[src/rtl/cfgstore_pkg.sv]
package cfgstore_pkg;

   typedef enum logic [1:0] {
      OP_ERASE = 2'b00,
      OP_PROG  = 2'b01,
      OP_READ  = 2'b10,
      OP_LOCK  = 2'b11
   } cfg_op_e;

   localparam int GLB_MODE_BITS = 2;
   localparam int BITS_PER_CELL = 2;

endpackage

[src/rtl/cfg_cmd_policy.sv]
module cfg_cmd_policy import cfgstore_pkg::*; #(
   parameter int ADDR_W      = 8,
   parameter int TOTAL_WORDS = 134,
   localparam int IDX_W      = $clog2(TOTAL_WORDS)
) (
   input  logic              cmd_valid,
   input  cfg_op_e           cmd_op,
   input  logic [ADDR_W-1:0] cmd_addr,
   input  logic              busy,
   input  logic              locked,
   output logic              do_erase,
   output logic              do_prog,
   output logic              do_read,
   output logic              do_lock,
   output logic              refuse,
   output logic [IDX_W-1:0]  idx
);

   localparam logic [ADDR_W-1:0] LAST_ADDR = ADDR_W'(TOTAL_WORDS - 1);

   logic addr_ok;

   assign addr_ok = (cmd_addr <= LAST_ADDR);
   assign idx     = cmd_addr[IDX_W-1:0];

   always_comb begin
      do_erase = 1'b0;
      do_prog  = 1'b0;
      do_read  = 1'b0;
      do_lock  = 1'b0;
      refuse   = 1'b0;
      if (cmd_valid) begin
         if (busy) begin
            refuse = 1'b1;
         end else begin
            unique case (cmd_op)
               OP_ERASE: do_erase = 1'b1;
               OP_LOCK:  do_lock  = 1'b1;
               OP_PROG: begin
                  if (locked || !addr_ok) refuse  = 1'b1;
                  else                    do_prog = 1'b1;
               end
               OP_READ: begin
                  if (locked || !addr_ok) refuse  = 1'b1;
                  else                    do_read = 1'b1;
               end
               default: refuse = 1'b1;
            endcase
         end
      end
   end

endmodule

[src/rtl/cfg_erase_timer.sv]
module cfg_erase_timer #(
   parameter int CYCLES = 8,
   localparam int CW    = $clog2(CYCLES + 1)
) (
   input  logic clk,
   input  logic rst,
   input  logic load,
   output logic busy
);

   logic [CW-1:0] cnt_q;

   always_ff @(posedge clk) begin
      if (rst)                 cnt_q <= '0;
      else if (load)           cnt_q <= CW'(CYCLES);
      else if (cnt_q != '0)    cnt_q <= cnt_q - 1'b1;
   end

   assign busy = (cnt_q != '0);

   // the window opens on the cycle after the erase is taken
   p_busy_after_load_r4: assert property (@(posedge clk) disable iff (rst)
      load |=> busy);

   // the count only moves down while no new erase is taken
   p_busy_counts_down_r4: assert property (@(posedge clk) disable iff (rst)
      (busy && !load) |=> (cnt_q == $past(cnt_q) - 1'b1));

endmodule

[src/rtl/cfg_word_store.sv]
module cfg_word_store #(
   parameter int DATA_W      = 16,
   parameter int TOTAL_WORDS = 134,
   parameter int ARCH_BASE   = 132,
   parameter int ARCH_BITS   = 18,
   localparam int IDX_W      = $clog2(TOTAL_WORDS)
) (
   input  logic                 clk,
   input  logic                 rst,
   input  logic                 erase,
   input  logic                 we,
   input  logic [IDX_W-1:0]     idx,
   input  logic [DATA_W-1:0]    wdata,
   output logic [DATA_W-1:0]    rd_word,
   output logic [ARCH_BITS-1:0] arch_bits
);

   logic [DATA_W-1:0] mem [TOTAL_WORDS];

   always_ff @(posedge clk) begin
      if (rst || erase) begin
         for (int i = 0; i < TOTAL_WORDS; i++) mem[i] <= '1;
      end else if (we) begin
         mem[idx] <= mem[idx] & wdata;
      end
   end

   assign rd_word = mem[idx];

   for (genvar b = 0; b < ARCH_BITS; b++) begin : g_arch_bit
      assign arch_bits[b] = mem[ARCH_BASE + b / DATA_W][b % DATA_W];
   end

   // a program never raises a stored bit
   p_prog_clears_only_r6: assert property (@(posedge clk) disable iff (rst)
      we |=> ((mem[$past(idx)] & ~$past(rd_word)) == '0));

endmodule

[src/rtl/cfg_image_store.sv]
module cfg_image_store import cfgstore_pkg::*; #(
   parameter int DATA_W       = 16,
   parameter int ADDR_W       = 8,
   parameter int FUSE_WORDS   = 128,
   parameter int SIG_BITS     = 64,
   parameter int MACROCELLS   = 8,
   parameter int ERASE_CYCLES = 8,
   localparam int SIG_WORDS   = SIG_BITS / DATA_W,
   localparam int ARCH_BITS   = GLB_MODE_BITS + BITS_PER_CELL * MACROCELLS,
   localparam int ARCH_WORDS  = (ARCH_BITS + DATA_W - 1) / DATA_W,
   localparam int SIG_BASE    = FUSE_WORDS,
   localparam int ARCH_BASE   = SIG_BASE + SIG_WORDS,
   localparam int TOTAL_WORDS = ARCH_BASE + ARCH_WORDS,
   localparam int IDX_W       = $clog2(TOTAL_WORDS),
   localparam int CELL_W      = BITS_PER_CELL * MACROCELLS
) (
   input  logic                     clk,
   input  logic                     rst,
   input  logic                     cmd_valid,
   input  logic [1:0]               cmd_op,
   input  logic [ADDR_W-1:0]        cmd_addr,
   input  logic [DATA_W-1:0]        cmd_wdata,
   output logic                     busy,
   output logic                     locked,
   output logic                     rsp_valid,
   output logic                     rsp_err,
   output logic [DATA_W-1:0]        rsp_rdata,
   output logic [GLB_MODE_BITS-1:0] glb_mode,
   output logic [CELL_W-1:0]        cell_cfg
);

   // elaboration checks on the parameter set
   if (DATA_W < 2) begin : g_bad_data_w
      $error("cfg_image_store: DATA_W must be at least 2");
   end
   if ((SIG_BITS % DATA_W) != 0) begin : g_bad_sig
      $error("cfg_image_store: SIG_BITS must be a multiple of DATA_W");
   end
   if (TOTAL_WORDS > (1 << ADDR_W)) begin : g_bad_addr
      $error("cfg_image_store: ADDR_W too narrow for the image");
   end
   if (ADDR_W < IDX_W) begin : g_bad_idx
      $error("cfg_image_store: ADDR_W narrower than store index");
   end
   if (ERASE_CYCLES < 1) begin : g_bad_erase
      $error("cfg_image_store: ERASE_CYCLES must be at least 1");
   end

   cfg_op_e               op;
   logic                  do_erase, do_prog, do_read, do_lock, refuse;
   logic [IDX_W-1:0]      idx;
   logic [DATA_W-1:0]     rd_word;
   logic [ARCH_BITS-1:0]  arch_bits;
   logic                  locked_q, rsp_valid_q, rsp_err_q;
   logic [DATA_W-1:0]     rsp_rdata_q;

   assign op = cfg_op_e'(cmd_op);

   cfg_cmd_policy #(
      .ADDR_W      (ADDR_W),
      .TOTAL_WORDS (TOTAL_WORDS)
   ) u_policy (
      .cmd_valid (cmd_valid),
      .cmd_op    (op),
      .cmd_addr  (cmd_addr),
      .busy      (busy),
      .locked    (locked_q),
      .do_erase  (do_erase),
      .do_prog   (do_prog),
      .do_read   (do_read),
      .do_lock   (do_lock),
      .refuse    (refuse),
      .idx       (idx)
   );

   cfg_erase_timer #(
      .CYCLES (ERASE_CYCLES)
   ) u_timer (
      .clk  (clk),
      .rst  (rst),
      .load (do_erase),
      .busy (busy)
   );

   cfg_word_store #(
      .DATA_W      (DATA_W),
      .TOTAL_WORDS (TOTAL_WORDS),
      .ARCH_BASE   (ARCH_BASE),
      .ARCH_BITS   (ARCH_BITS)
   ) u_store (
      .clk       (clk),
      .rst       (rst),
      .erase     (do_erase),
      .we        (do_prog),
      .idx       (idx),
      .wdata     (cmd_wdata),
      .rd_word   (rd_word),
      .arch_bits (arch_bits)
   );

   always_ff @(posedge clk) begin
      if (rst)           locked_q <= 1'b0;
      else if (do_erase) locked_q <= 1'b0;
      else if (do_lock)  locked_q <= 1'b1;
   end

   always_ff @(posedge clk) begin
      if (rst) begin
         rsp_valid_q <= 1'b0;
         rsp_err_q   <= 1'b0;
         rsp_rdata_q <= '0;
      end else begin
         rsp_valid_q <= cmd_valid;
         rsp_err_q   <= refuse;
         rsp_rdata_q <= do_read ? rd_word : '0;
      end
   end

   assign locked    = locked_q;
   assign rsp_valid = rsp_valid_q;
   assign rsp_err   = rsp_err_q;
   assign rsp_rdata = rsp_rdata_q;
   assign glb_mode  = arch_bits[GLB_MODE_BITS-1:0];
   assign cell_cfg  = arch_bits[ARCH_BITS-1:GLB_MODE_BITS];

   // one response per presented command, one cycle later
   p_rsp_follows_cmd_r2: assert property (@(posedge clk) disable iff (rst)
      cmd_valid |=> rsp_valid);
   p_rsp_idle_r2: assert property (@(posedge clk) disable iff (rst)
      !cmd_valid |=> !rsp_valid);

   // an accepted erase always releases the lock
   p_erase_unlocks_r3: assert property (@(posedge clk) disable iff (rst)
      do_erase |=> !locked);

   // anything presented during the erase window is refused
   p_busy_refuse_r5: assert property (@(posedge clk) disable iff (rst)
      (cmd_valid && busy) |=> rsp_err);

   // refused or non-read responses carry no data
   p_err_no_data_r7: assert property (@(posedge clk) disable iff (rst)
      rsp_err |-> (rsp_rdata == '0));

   // lock takes effect and locked reads are refused
   p_lock_sets_r8: assert property (@(posedge clk) disable iff (rst)
      do_lock |=> locked);
   p_locked_read_r8: assert property (@(posedge clk) disable iff (rst)
      (cmd_valid && !busy && locked && (op == OP_READ)) |=> (rsp_err && rsp_rdata == '0));

endmodule

[config.mk]
export PLATFORM = sky130hd
export DESIGN_NAME = cfg_image_store
export DESIGN_NICKNAME = d
export VERILOG_FILES = /design/src/rtl/cfgstore_pkg.sv /design/src/rtl/cfg_cmd_policy.sv /design/src/rtl/cfg_erase_timer.sv /design/src/rtl/cfg_word_store.sv /design/src/rtl/cfg_image_store.sv
export SDC_FILE = /design/constraint.sdc
export NUM_CORES = 2
export LEC_CHECK = 0
export BUFFER_PORTS_ARGS = -buffer_cell sky130_fd_sc_hd__clkbuf_2
export CAP_MARGIN = 20
export CORE_ASPECT_RATIO = 0.9
export CORE_MARGIN = 2
export CORE_UTILIZATION = 55
export CTS_CLUSTER_SIZE = 40
export DETAILED_ROUTE_END_ITERATION = 7
export PLACE_DENSITY = 0.7
export SLEW_MARGIN = 30
export SYNTH_ARGS = -nofsm -noshare
export SYNTH_HDL_FRONTEND = slang
export SYNTH_SLANG_ARGS = --single-unit
[constraint.sdc]
create_clock -name clk -period 23.7 [get_ports clk]
set_input_delay 4.74 -clock clk [delete_from_list [all_inputs] [get_ports clk]]
set_output_delay 4.74 -clock clk [all_outputs]
set_load 0.1 [all_outputs]
# Word-level counts from Yosys, hierarchy flattened
# Memory sizes are Yosys's and may differ from the RTL's.
# Index checks and enable logic that the tools add are counted.
totals:
  register_bits: 23
  ramBits: 2144
  input_bits: 29
  out_inout_bits: 38
  elab_cells: 52
  mem_count: 1
memory_table:
  columns: ["name", "depth", "width", "rd", "rd_ports_with_merged_regs", "write_ports", "line", "source"]
  rows:
  - ["u_store.mem", 134, 16, 3, 0, 134, "cfg_word_store.sv:18", "logic [DATA_W-1:0] mem [TOTAL_WORDS];"]
classes:
  n_addsub: 1
  n_lt_le_gt_ge: 1
  eq_ne: 3
  muxes: 26
  n_bitwise: 3
  n_reduce_logical: 11
op_table:
  columns: ["op", "count"]
  rows:
  - ["two-way mux 1 bit", 22]
  - ["bitwise AND 16 bit", 1]
  - ["two-way mux 16 bit", 1]
  - ["OR reduction 16 bit", 1]
  - ["<= comparator 8 bit (second input constant)", 1]
  - ["two-way mux 4 bit", 2]
  - ["two-way mux 8 bit", 1]
  - ["OR reduction 2 bit", 4]
  - ["== test 2 bit (second input constant)", 2]
  - ["nonzero test 4 bit", 1]
  - ["subtractor 4 x 1 -> 4 bit (second input constant)", 1]
  - ["== test 2 x 1 -> 1 bit (second input constant)", 1]
  - ["zero test 2 bit", 1]
  - ["logical OR 1 bit", 2]
  - ["inverter 1 bit", 2]
  - ["nonzero test 2 bit", 1]
  - ["zero test 1 bit", 1]

# Depth between registers and ports, before layout
depth:
  ltp_word: 12
  depth_mapped: 16

# Cells and area by module
# A second synthesis with hierarchy kept.
hier_totals:
  cells_unflattened: 11516
  area_unflattened_um2: 183514.8
by_module_without_submodules:
  columns: ["module", "n_inst", "cells_each", "area_per_inst_um2", "seq_area_each_um2"]
  rows:
  - ["cfg_word_store", 1, 11426, 182582.6, 122998.0]
  - ["cfg_image_store", 1, 41, 528.0, 380.4]
  - ["cfg_erase_timer", 1, 22, 203.9, 80.1]
  - ["cfg_cmd_policy", 1, 27, 200.2, 0.0]

# Worst setup path after synthesis
# OpenSTA, ideal clock, no wires.
synth_timing:
  kind: "input -> register"
  startpoint: "in cmd_addr[1]"
  endpoint: "mem u_store.mem[134][9] (data pin)"
  setup_time_ns: 1.110
  arrival_ns: 11.499
  required_time_ns: 22.590
  slack_ns: 11.091
  path_stages: 14
  path_buffers: 7
  path_cell_list: "buf_4 buf_6 buf_4 and2_1 buf_2 buf_2 a22o_1 a221oi_1 o21ai_0 o2111ai_1 o21ai_4 buf_4 buf_2 nor3_1"
synth_rtl:
  columns: ["item", "line", "source"]
  rows:
  - ["start: declaration", "cfg_image_store.sv:21", "input logic [ADDR_W-1:0] cmd_addr,"]
  - ["end: declaration", "cfg_word_store.sv:18", null]

==> impl_metrics.yaml <==
run_status:
  status: "complete, but fails checks"
  violations: "DRC"
route:
  vias: 115000
  dr_wl_met3_um: 69800
  wire_per_inst_um: 30.1
  viasPerCell: 6.51
  top_layer: "met5"
  drt_iter0_drc: 18000
  post-route-drc-count: 5
  first_pass_iters: 8
  wl_um: 530000
  dr_wl_met2_um: 235000
  antenna_left: 0
  wl_met1_um: 190000
die:
  dieArea_um2: 333000
  ios: 67
  rows: 199
  fp.dieW_um: 608
  core_um2: 327000
  dieHeight_um: 548
  initial_core_util: 0.553
critical_path:
  end_kind: "register"
  crit_type: "input port to register"
  ff2ff_path_depth: 11
  start_kind: "input port"
  cp_max_fo: 91
  crit_required_ps: 24380
  cp.arrival_ps: 12540
layout:
  fin_nets: 13000
  drive_gt1_frac: 0.126
  syn2layout_area_growth_pct: 13.4
  fillers: 23500
logic_synthesis:
  synth-edff-count: 4096
  syn_inst: 11400
  async_reset_ff_frac: 0
  yosysUniqueCellTypes: 67
  ys.warnings.count: 0
  synthFlopType: "edfxtp_1"
  syn_area_per_cell_um2: 15.8
  yosys_register_bits: 4119
  ys_seq_area_frac: 0.683
  syn_area_um2: 181000
global_routing:
  grt_pass1_vias: 112000
  grt_pass1_wl_um: 756000
  grt_usage: 0.311
  grt_max_degree: 137
  antenna_found_initial: 21
  overflow: 0
pwr:
  ir_drop_uv: 84.1
  power.density_nw_per_um2: 81.7
  power_leakage_uw: 0.0689
  fin_total_pwr_uw: 16700
sta:
  maxSlewViolCount: 0
  min_period_ps: 11860
  fin_crit_sh: 0.501
  hold_slack_ps: 546
  rsz0062_at_grt: "false"
  finClkSkew_ps: 69.4
  worst_slew_pin_slew_ps: 1160
  setup_tns_ps: 0
  hold_violations: 0
  relSlewSlack: 0.210
  max_freq_mhz: 84.3
  setup_viol: 0
job:
  maxCapViolCount: 0
place:
  dp_hpwl_um: 308000
  routabilityCongestion: 0.923
  numPortBuffers: 66
clock_network:
  clk_path_buf_depth: 4
  cts_tree: "yes"
  holdBufCountCts: 0
  clk_pin_slew_ps: 70
  cts_made_buffers: 413
  htree_levels: 5
  clkLatencyLatePin_ps: 1000
  postCtsSetupBuffers: 0
  ctsResizeCount: 0
  clock-sinks: 4119
  cts_root_buf: "clkbuf_16"
worst_hold_path:
  hold_class: "register to register"
  hold_depth: 2
## cell families (layout without fill, tap and decap cells)
kind of cell / Yosys count / in the layout / synth area share
AOI/OAI and AO/OA: 3226 / 3226 / 0.130
DFF: 4119 / 4119 / 0.683
muxes: 1792 / 1792 / 0.123
buffers and inverters: 1368 / 1292 / 0.0384
adders and majority gates: 6 / 6 / 0.000415
and+or+nand+nor: 906 / 906 / 0.0256
xor gates and xnor gates: 2 / 2 / 0.0000969
other: 1 / 1959 / 0.0000207
## layout make-up
type / instances / area, um^2 / area share
diodes: 7 / 17.5 / 0.0000855
well taps: 4321 / 5410 / 0.0264
inverters: 38 / 223 / 0.00109
repair buffers: 510 / 4210 / 0.0206
flip-flops and latches: 4119 / 123000 / 0.602
clock buffers: 515 / 10900 / 0.0532
multi-input cells: 7884 / 58600 / 0.286
clock inverters: 229 / 2120 / 0.0103
## synth_stat cells, types with 15 or more instances
cell type	count	share of area
edfxtp_1	4096	0.68
o31ai_1	2136	0.089
mux2i_1	1420	0.079
clkbuf_1	569	0.012
buf_2	472	0.013
mux4_2	339	0.042
a22oi_1	272	0.011
o21ai_0	242	0.0067
o22ai_1	212	0.0073
nor2_1	203	0.0042
buf_4	194	0.0081
nand2_1	178	0.0037
nand3_1	143	0.0040
a21oi_1	102	0.0028
nor3_1	82	0.0023
nor2b_1	74	0.0026
nor2_2	57	0.0020
buf_6	51	0.0032
a31oi_1	47	0.0016
a221oi_1	46	0.0022
buf_1	37	0.00077
mux2_2	33	0.0021
a22o_1	32	0.0016
nand3b_1	31	0.0013
nor4_1	30	0.0010
o2111ai_1	28	0.0014
nand4_1	25	0.00087
o21ai_2	24	0.0012
dfxtp_1	23	0.0025
inv_1	21	0.00044
or4_1	18	0.00075
inv_2	17	0.00035
o41a_1	17	0.0011
a2111oi_0	15	0.00073
a211oi_1	15	0.00062
and3_1	15	0.00052
and4_1	15	0.00073
o22a_1	15	0.00073
## power breakdown
group,internal [uW],switching (uW)
registers,8500,86.7
logic,361,1390
clock network,3630,2770
## sequential cells by signal, indices dropped and copies added (netlist names)
name and count:
locked 1, u_store.mem 4096, rsp_rdata 16, rsp_valid 1, u_timer.cnt_q 4, rsp_err 1
## path summary, 6_finish.rpt
path	endpoint	slack [ps]	start
max	u_store.mem[104][6]	11840	cmd_addr[1]
min	u_timer.cnt_q[1]	550	u_timer.cnt_q[1]
max reg2reg	u_store.mem[104][6]	18220	u_store.mem[158][14]
min reg2reg	u_timer.cnt_q[1]	550	u_timer.cnt_q[1]
## metal layers
| metal | track usage | vias up |
|---|---|---|
| li1 | - | 48100 |
| met1 | 0.411 | 57400 |
| met2 | 0.470 | 7650 |
| met3 | 0.0817 | 1537 |
| met4 | 0.180 | 12 |
| met5 | 0 | - |
## per-stage QoR
step	std cells	util	cell area [um^2]	worst slack [ps]
3_5_place_dp	16900	0.586	192000	10960
6_report	17600	0.627	205000	11840
5_1_grt	17600	0.627	205000	11700
3_3_place_gp	16900	0.585	191000	10930
2_1_floorplan	13400	-	188000	11090
4_1_cts	17600	0.626	205000	11970
## placed cells by master (no fill, tap or decap), types with 176 or more instances in the layout
cell type | synthesis | routed
clkbuf_16 | 0 | 420
edfxtp_1 | 4096 | 4096
a22oi_1 | 272 | 272
mux4_2 | 339 | 339
o22ai_1 | 212 | 211
conb_1 | 1 | 1952
buf_4 | 194 | 393
nand2_1 | 178 | 176
mux2i_1 | 1420 | 1420
o31ai_1 | 2136 | 2136
## worst max-delay path, stage by stage
cell,delay [ps]
buf_12,490
buf_4,650
buf_4,730
buf_4,670
buf_4,650
buf_4,700
mux2i_1,260
o22ai_1,120
nor2_1,140
and4_1,340
a31oi_1,120
o21ai_4,210
buf_4,520
buf_4,670
buf_4,880
o31ai_1,150
Power figures use the tool's default switching activity.
